`src/rtl/rfsh_pkg.sv`:
```
`timescale 1ns/1ps
// Shared types for the rank refresh sequencer.
package rfsh_pkg;
    typedef enum logic [2:0] {
        RF_IDLE      = 3'd0,
        RF_DRAIN     = 3'd1,
        RF_PD_EXIT   = 3'd2,
        RF_SREF_EXIT = 3'd3,
        RF_PRE       = 3'd4,
        RF_START     = 3'd5,
        RF_RUN       = 3'd6
    } rf_state_e;
endpackage

```
`src/rtl/rfsh_timer.sv`:
```
`timescale 1ns/1ps
// Time base and refresh shot timer.
// Counts cycles since reset and raises fire while armed and the count has
// reached the programmed shot time. Assumes the count never wraps in use.
module rfsh_timer #(
    parameter int TIME_W = 32,
    parameter int T_REFI = 7800,
    parameter int T_RP   = 14
) (
    input  logic              clk,
    input  logic              rst_n,
    input  logic              disarm,
    input  logic              rearm,
    input  logic [TIME_W-1:0] rearm_at,
    output logic [TIME_W-1:0] now,
    output logic              fire
);
    localparam logic [TIME_W-1:0] FIRST_AT = TIME_W'(T_REFI - T_RP);

    logic [TIME_W-1:0] fire_at;
    logic              armed;

    // Free-running cycle count.
    always_ff @(posedge clk) begin
        if (!rst_n) now <= '0;
        else        now <= now + 1'b1;
    end

    // Shot time and arm flag; re-arming wins over disarming.
    always_ff @(posedge clk) begin
        if (!rst_n) begin
            fire_at <= FIRST_AT;
            armed   <= 1'b1;
        end else if (rearm) begin
            fire_at <= rearm_at;
            armed   <= 1'b1;
        end else if (disarm) begin
            armed   <= 1'b0;
        end
    end

    // Shot condition.
    assign fire = armed && (now >= fire_at);
endmodule

```
`src/rtl/rfsh_due.sv`:
```
`timescale 1ns/1ps
// Absolute due-time keeper and overrun detector.
// capture loads the current time, advance moves the due time forward by one
// interval and checks that the refresh can still finish before it.
module rfsh_due #(
    parameter int TIME_W = 32,
    parameter int T_REFI = 7800,
    parameter int T_RFC  = 350
) (
    input  logic              clk,
    input  logic              rst_n,
    input  logic              capture,
    input  logic              advance,
    input  logic [TIME_W-1:0] now,
    output logic [TIME_W-1:0] due,
    output logic              overrun
);
    logic [TIME_W-1:0] due_next;
    logic [TIME_W-1:0] done_at;

    // Advanced due time and completion time of a refresh issued now.
    assign due_next = due + TIME_W'(T_REFI);
    assign done_at  = now + TIME_W'(T_RFC);

    // Due-time register.
    always_ff @(posedge clk) begin
        if (!rst_n)       due <= '0;
        else if (capture) due <= now;
        else if (advance) due <= due_next;
    end

    // Sticky overrun flag.
    always_ff @(posedge clk) begin
        if (!rst_n)                             overrun <= 1'b0;
        else if (advance && (due_next < done_at)) overrun <= 1'b1;
    end

    AST_OVR_STICKY: assert property (@(posedge clk) disable iff (!rst_n)
        overrun |=> overrun);
endmodule

```
`src/rtl/rfsh_fsm.sv`:
```
`timescale 1ns/1ps
// Refresh sequence controller.
// Steps through drain wait, power-down exit, precharge, refresh issue and
// recovery, plus the recovery wait after self-refresh exit. Assumes banks
// stay closed from the start of the refresh until it completes.
module rfsh_fsm
    import rfsh_pkg::*;
#(
    parameter int BANK_W = 4,
    parameter int T_RFC  = 350,
    parameter int T_XP   = 6,
    parameter int T_XS   = 360
) (
    input  logic              clk,
    input  logic              rst_n,
    input  logic              fire,
    input  logic              drain_done,
    input  logic [BANK_W-1:0] banks_open,
    input  logic              act_pending,
    input  logic              pwr_idle,
    input  logic              pwr_low,
    input  logic              wake_ack,
    input  logic              sref_entering,
    input  logic              sref_exit,
    input  logic              sys_drain,
    output logic              capture,
    output logic              disarm,
    output logic              rearm,
    output logic              pre_all,
    output logic              ref_cmd,
    output logic              rank_avail,
    output logic              ref_pending,
    output logic              wake_req,
    output logic              relow_req
);
    localparam int MAX_A = (T_RFC > T_XS) ? T_RFC : T_XS;
    localparam int MAX_D = (MAX_A > T_XP) ? MAX_A : T_XP;
    localparam int CNT_W = $clog2(MAX_D + 1);

    rf_state_e         state;
    logic [CNT_W-1:0]  wcnt;
    logic              was_low;
    logic              pre_done;
    logic              run_end;
    logic              banks_quiet;

    // Decoded outputs and handshakes to the timer and due keeper.
    assign banks_quiet = (banks_open == '0) && pwr_idle && !act_pending;
    assign pre_all     = (state == RF_PRE) && (banks_open != '0) && !pre_done;
    assign ref_cmd     = (state == RF_START) && (wcnt == '0);
    assign run_end     = (state == RF_RUN) && (wcnt == '0);
    assign rank_avail  = (state == RF_IDLE);
    assign ref_pending = (state != RF_IDLE) && (state != RF_SREF_EXIT);
    assign wake_req    = (state == RF_PD_EXIT) && pwr_low && !wake_ack;
    assign relow_req   = run_end && was_low && !sys_drain;
    assign rearm       = run_end && !sref_entering;
    assign disarm      = (state == RF_IDLE) && (fire || sref_exit);
    assign capture     = ((state == RF_IDLE) && fire && !sref_exit) ||
                         ((state == RF_SREF_EXIT) && (wcnt == '0));

    // Sequence state, wait counter and per-refresh flags.
    always_ff @(posedge clk) begin
        if (!rst_n) begin
            state    <= RF_IDLE;
            wcnt     <= '0;
            was_low  <= 1'b0;
            pre_done <= 1'b0;
        end else begin
            case (state)
                RF_IDLE: begin
                    if (sref_exit) begin
                        state <= RF_SREF_EXIT;
                        wcnt  <= CNT_W'(T_XS - 1);
                    end else if (fire) begin
                        state   <= RF_DRAIN;
                        was_low <= 1'b0;
                    end
                end
                RF_SREF_EXIT: begin
                    if (wcnt == '0) begin
                        state   <= RF_DRAIN;
                        was_low <= 1'b0;
                    end else begin
                        wcnt <= wcnt - 1'b1;
                    end
                end
                RF_DRAIN: begin
                    if (drain_done) state <= RF_PD_EXIT;
                end
                RF_PD_EXIT: begin
                    if (pwr_low) was_low <= 1'b1;
                    if (!pwr_low || wake_ack) state <= RF_PRE;
                end
                RF_PRE: begin
                    if (pre_all) pre_done <= 1'b1;
                    if (banks_quiet) begin
                        state    <= RF_START;
                        pre_done <= 1'b0;
                        wcnt     <= was_low ? CNT_W'(T_XP) : '0;
                    end
                end
                RF_START: begin
                    if (wcnt == '0) begin
                        state <= RF_RUN;
                        wcnt  <= CNT_W'(T_RFC - 1);
                    end else begin
                        wcnt <= wcnt - 1'b1;
                    end
                end
                RF_RUN: begin
                    if (wcnt == '0) begin
                        state   <= RF_IDLE;
                        was_low <= 1'b0;
                    end else begin
                        wcnt <= wcnt - 1'b1;
                    end
                end
                default: state <= RF_IDLE;
            endcase
        end
    end

    AST_REF_BANKS_CLOSED: assert property (@(posedge clk) disable iff (!rst_n)
        ref_cmd |-> (banks_open == '0));
    AST_PRE_SINGLE: assert property (@(posedge clk) disable iff (!rst_n)
        pre_all |=> !pre_all);
    AST_REF_UNAVAIL: assert property (@(posedge clk) disable iff (!rst_n)
        ref_cmd |-> (!rank_avail && ref_pending));
    AST_REF_RECOVERY: assert property (@(posedge clk) disable iff (!rst_n)
        ref_cmd |=> (!ref_cmd && !rank_avail));
    AST_WAKE_IN_REFRESH: assert property (@(posedge clk) disable iff (!rst_n)
        wake_req |-> (ref_pending && !ref_cmd));
    AST_PEND_RISE: assert property (@(posedge clk) disable iff (!rst_n)
        $rose(ref_pending) |-> !rank_avail);
endmodule

```
`src/rtl/rfsh_seq.sv`:
```
`timescale 1ns/1ps
// Per-rank refresh sequencer top.
// Joins the time base, the due-time keeper and the sequence controller.
// The next shot is placed one precharge time before the advanced due time.
module rfsh_seq #(
    parameter int TIME_W = 32,
    parameter int BANK_W = 4,
    parameter int T_REFI = 7800,
    parameter int T_RFC  = 350,
    parameter int T_RP   = 14,
    parameter int T_XP   = 6,
    parameter int T_XS   = 360
) (
    input  logic              clk,
    input  logic              rst_n,
    input  logic              drain_done,
    input  logic [BANK_W-1:0] banks_open,
    input  logic              act_pending,
    input  logic              pwr_idle,
    input  logic              pwr_low,
    input  logic              wake_ack,
    input  logic              sref_entering,
    input  logic              sref_exit,
    input  logic              in_sref,
    input  logic              sys_drain,
    output logic              pre_all,
    output logic              ref_cmd,
    output logic              rank_avail,
    output logic              ref_pending,
    output logic              wake_req,
    output logic              relow_req,
    output logic              sref_wake,
    output logic              overrun
);
    logic [TIME_W-1:0] now;
    logic [TIME_W-1:0] due;
    logic [TIME_W-1:0] rearm_at;
    logic              fire;
    logic              capture;
    logic              disarm;
    logic              rearm;

    // Next shot time with precharge compensation.
    assign rearm_at  = due - TIME_W'(T_RP);
    // Drain forces a self-refreshing rank awake.
    assign sref_wake = sys_drain && in_sref;

    rfsh_timer #(.TIME_W(TIME_W), .T_REFI(T_REFI), .T_RP(T_RP)) u_timer (
        .clk(clk), .rst_n(rst_n), .disarm(disarm), .rearm(rearm),
        .rearm_at(rearm_at), .now(now), .fire(fire)
    );

    rfsh_due #(.TIME_W(TIME_W), .T_REFI(T_REFI), .T_RFC(T_RFC)) u_due (
        .clk(clk), .rst_n(rst_n), .capture(capture), .advance(ref_cmd),
        .now(now), .due(due), .overrun(overrun)
    );

    rfsh_fsm #(.BANK_W(BANK_W), .T_RFC(T_RFC), .T_XP(T_XP), .T_XS(T_XS)) u_fsm (
        .clk(clk), .rst_n(rst_n), .fire(fire), .drain_done(drain_done),
        .banks_open(banks_open), .act_pending(act_pending), .pwr_idle(pwr_idle),
        .pwr_low(pwr_low), .wake_ack(wake_ack), .sref_entering(sref_entering),
        .sref_exit(sref_exit), .sys_drain(sys_drain), .capture(capture),
        .disarm(disarm), .rearm(rearm), .pre_all(pre_all), .ref_cmd(ref_cmd),
        .rank_avail(rank_avail), .ref_pending(ref_pending), .wake_req(wake_req),
        .relow_req(relow_req)
    );

    AST_SREF_WAKE: assert property (@(posedge clk) disable iff (!rst_n)
        (sys_drain && in_sref) |-> sref_wake);
endmodule

```
`config.mk`:
```
export PLATFORM = sky130hd
export DESIGN_NAME = rfsh_seq
export DESIGN_NICKNAME = d
export VERILOG_FILES = /design/src/rtl/rfsh_pkg.sv /design/src/rtl/rfsh_timer.sv /design/src/rtl/rfsh_due.sv /design/src/rtl/rfsh_fsm.sv /design/src/rtl/rfsh_seq.sv
export SDC_FILE = /design/constraint.sdc
export NUM_CORES = 1
export LEC_CHECK = 0
export BUFFER_PORTS_ARGS = -buffer_cell sky130_fd_sc_hd__buf_2
export CAP_MARGIN = 0
export CORE_MARGIN = 4
export CORE_UTILIZATION = 35
export CTS_CLUSTER_SIZE = 30
export DETAILED_ROUTE_END_ITERATION = 8
export MAX_ROUTING_LAYER = met4
export PLACE_DENSITY_LB_ADDON = 0.25
export SLEW_MARGIN = 30
export SYNTH_ARGS = -nofsm -noshare
export SYNTH_HDL_FRONTEND = slang
export SYNTH_SLANG_ARGS = --single-unit
```
`constraint.sdc`:
```
create_clock -name clk -period 6 [get_ports clk]
set_clock_uncertainty 0.15 [all_clocks]
set_input_delay 1.2 -clock clk [delete_from_list [all_inputs] [get_ports clk]]
set_output_delay 1.2 -clock clk [all_outputs]
set_load 0.05 [all_outputs]
```
==> summary.txt <==
Clocking
  – Clk pin slew, worst setup/hold paths: 0.08 ns
  – H-tree levels: 3
  – Longest Clk Path Bufs: 2
  – Hold-fix buffers, CTS: 0
  – Resize count post-CTS: 0
  – CTS tree: done
  – Root cell of the clock tree: clkbuf_16
  – Clk sinks: 112
  – Post-CTS Setup Repair Bufs: 0
  – Clock latency on the worst-skew pair: 0.37 ns
  – TritonCTS Buffers: 9

Routing
  – WL/cell: 18.1 um
  – Final WL: 23,800 um
  – Via Count: 7,342
  – First-pass DRT Iterations: 5
  – Residual DRC count: 0
  – DR vias/cell: 5.58
  – 1st-iter DRT viols: 689
  – Routed Antenna Nets: 0

Setup path
  – Critical path buffers and inverters: 3
  – Critical-path maximum fanout: 12
  – Critical Path RT: 4.65 ns
  – Critical path class: reg2out
  – Reg-to-Reg Start: u_due.due[3]
  – Slowest cell on the critical path: nand3_1
  – Cells along the critical path: inv_1 -> ha_1 -> nor4b_2 -> and4bb_2 -> nand3_1 -> inv_2 -> buf_2
  – Crit start category: flip-flop
  – Critical path origin: u_fsm.wcnt[0]
  – Crit end category: output pin
  – Crit-path max cell delay: 0.49 ns
  – CP arrival: 2.69 ns
  – CP top delay family: simple AND/OR/NAND/NOR gates

Synthesis
  – Mapped Cells: 1,058
  – Library cells used by synthesis: 72
  – Asr flop ratio synth: 0
  – Mapped cell area: 8120 um2
  – Post-synthesis net count: 1,143
  – Post-synthesis mux area share: 0.00246
  – Post-Synth Adder-Cell Area: 0.108
  – Seq/Total Area, Yosys: 0.276
  – Post-synthesis register bit count: 112
  – Synth Area in Compound Gates: 0.175
  – Post-synth EDFFs: 0
  – Synthesized area per cell: 7.68 um2
  – Largest family of logic cells by synthesized area: simple AND/OR/NAND/NOR gates
  – Total number of yosys warnings: 0
  – Synthesized-area fraction occupied by and/or/nand/nor cells: 0.255
  – XOR/XNOR Fraction of Synth Area: 0.119
  – Prevailing post-synth register cell: dfxtp_1

GRT
  – Largest net degree at the start of global routing: 42
  – Overall Global Routing Usage: 0.189
  – Vias in the first global route: 6,717
  – Grt ovf: 0
  – First-pass GRT wire length: 38,100 um
  – Initial antenna violation count: 0

Timing
  – Slew headroom: 0.430
  – Final hold violation count: 0
  – Final Max Tran Viols: 0
  – Post-layout min period: 4.04 ns
  – RSZ-0062 raised after global routing: false
  – Worst-margin pin slew: 0.849 ns
  – Number of setup violations in the final report: 0
  – Final period util: 0.673
  – Max Clk Rate: 0.247 GHz
  – Final setup TNS: 0 ns

Final layout
  – Diode count: 0
  – Post-layout util: 0.380
  – Nets: 1,110
  – Area grow syn2layout: 6.29%
  – Finished Layout Cells: 1,315
  – Layout cells sized above 1: 0.0670

Floorplan
  – Die H: 160 um
  – Ports: 23
  – Die area: 25,700 um2
  – Core ar.: 22,700 um2
  – Row cnt: 55
  – Starting Density: 0.358
  – Die Wd: 160 um

Placed design
  – PortBufs: 22
  – Post-DP HPWL: 17,500 um
  – Routability congestion estimate: 0.909
  – Placed Cells: 1,299

Flow run
  – Maxcap violations: 0

Power
  – Switch share: 0.371
  – Leak Pwr: 0.00336 uW
  – Clock group share of total power: 0.300
  – Part of the power in registers: 0.422
  – Peak supply drop: 0.000260 V
  – Int Pwr: 1270 uW
  – Logic gate share of total power: 0.278
  – Sw Pwr: 752 uW
  – PwrDens: 235 nW/um2

Worst hold path
  – Worst Hold Class: reg2reg
  – Worst hold start: u_timer.fire_at[4]

Status
  – Outcome: finished clean
[cells in the final DEF (no fill, tap or decap), drive strengths merged, types with 10 or more instances in the layout]
cell,synthesis,final
xor2,51,51
xnor2,59,59
nor2,107,107
dfxtp,112,112
nand2,105,105
a31oi,25,25
ha,70,70
nand3,53,53
nor3,40,40
a211oi,24,24
buf,15,30
nor4,18,18
a21oi,52,52
and3,11,11
o21ai,61,61
o211ai,10,10
nand4,19,19
inv,53,56
[worst paths after layout]
path | slack, ns | cells past startpoint | end
max reg2reg | 2.15 | 15 | u_due.overrun
min reg2reg | 0.30 | 2 | u_timer.fire_at[4]
min | 0.30 | 2 | u_timer.fire_at[4]
max | 1.96 | 7 | ref_cmd
[power groups by stage]
stage	Sequential, uW	Combinational, uW	Clock, uW
floorplan	830	476	0
finish	854	564	609
detailed placement	870	563	0
global route	862	630	642
CTS	852	566	623
global placement	868	562	0
[state kept, by name (all words and copies together), names as in the netlist]
signal	flops
u_fsm.was_low	1
u_fsm.state	3
u_fsm.wcnt	9
u_due.due	32
u_timer.now	32
u_timer.armed	1
u_fsm.pre_done	1
u_timer.fire_at	32
u_due.overrun	1
[layer usage]
layer	GRT usage	routed length, um	up-vias
met5	-	0	-
met4	0.0442	312	0
met3	0.0146	1030	17
met2	0.285	10400	182
met1	0.275	12000	3477
li1	-	-	3666
[cells in the mapped netlist (3+ instances only)]
| library cell | count | share of area |
|---|---|---|
| nor4_2 | 3 | 0.0046 |
| and4_1 | 5 | 0.0054 |
| o31a_1 | 6 | 0.0065 |
| or4_1 | 5 | 0.0046 |
| nor2_1 | 107 | 0.049 |
| nor3b_1 | 4 | 0.0037 |
| xnor2_1 | 59 | 0.064 |
| nand2_1 | 104 | 0.048 |
| inv_1 | 52 | 0.024 |
| and2_1 | 9 | 0.0069 |
| dfxtp_1 | 112 | 0.28 |
| o21bai_1 | 3 | 0.0028 |
| o21ai_0 | 59 | 0.036 |
| and3b_1 | 3 | 0.0032 |
| nor4_1 | 14 | 0.011 |
| ha_1 | 70 | 0.11 |
| a21o_1 | 8 | 0.0074 |
| o211ai_1 | 10 | 0.0092 |
| clkbuf_1 | 57 | 0.026 |
| nand3_1 | 53 | 0.033 |
| nor3_1 | 39 | 0.024 |
| o221ai_1 | 3 | 0.0032 |
| buf_2 | 6 | 0.0037 |
| nand2b_1 | 7 | 0.0054 |
| o2111ai_1 | 3 | 0.0032 |
| xor2_1 | 51 | 0.055 |
| a31oi_1 | 25 | 0.019 |
| a21oi_1 | 52 | 0.032 |
| and3_1 | 11 | 0.0085 |
| or3_1 | 9 | 0.0069 |
| nand3b_1 | 3 | 0.0028 |
| buf_6 | 4 | 0.0055 |
| a211oi_1 | 23 | 0.021 |
| buf_4 | 3 | 0.0028 |
| or2_2 | 5 | 0.0039 |
| o21a_1 | 6 | 0.0055 |
| nand4_1 | 19 | 0.015 |
[through the flow]
stage / worst slack, ns / hold WS, ns / power (uW) / area [um2]
after floorplan: 1.81 / 0.282 / 1310 / 8120
after global placement: 2.26 / 0.292 / 1430 / 8320
after detailed placement: 2.13 / 0.297 / 1430 / 8350
after CTS: 1.93 / 0.309 / 2040 / 8630
after global routing: 1.74 / 0.341 / 2140 / 8630
final: 1.96 / 0.302 / 2030 / 8630
[cells by family (layout without fill, tap and decap cells)]
family / Yosys count / after routing
flip-flops: 112 / 112
buffers and inverters: 128 / 100
multiplexers: 2 / 2
AND/OR/NAND/NOR: 412 / 412
adder cells (fa/ha/maj): 70 / 70
AO/OA/AOI/OAI: 224 / 224
XOR/XNOR: 110 / 110
[worst reg2reg max path, stage by stage, from the launching register on]
cell and delay, ns:
dfxtp_1 0.49, inv_1 0.13, ha_1 0.25, nor3b_1 0.22
o21ba_2 0.32, nor4_1 0.57, nand3_1 0.19, xnor2_1 0.18
ha_1 0.33, a21o_1 0.16, a21oi_1 0.13, o21ai_0 0.08
o2111ai_1 0.09, a211oi_1 0.10, a211o_1 0.23, a31oi_1 0.14
[final cells by class]
type,count,area (um2)
Clock buffer,9,225
Clock inverter,7,56.3
Fill cell,2419,14100
Inverter,54,203
Multi-Input combinational cell,818,5360
Sequential cell,112,2240
Tap cell,285,357
Timing Repair Buffer,30,190
(Power assumes the default switching activity.)
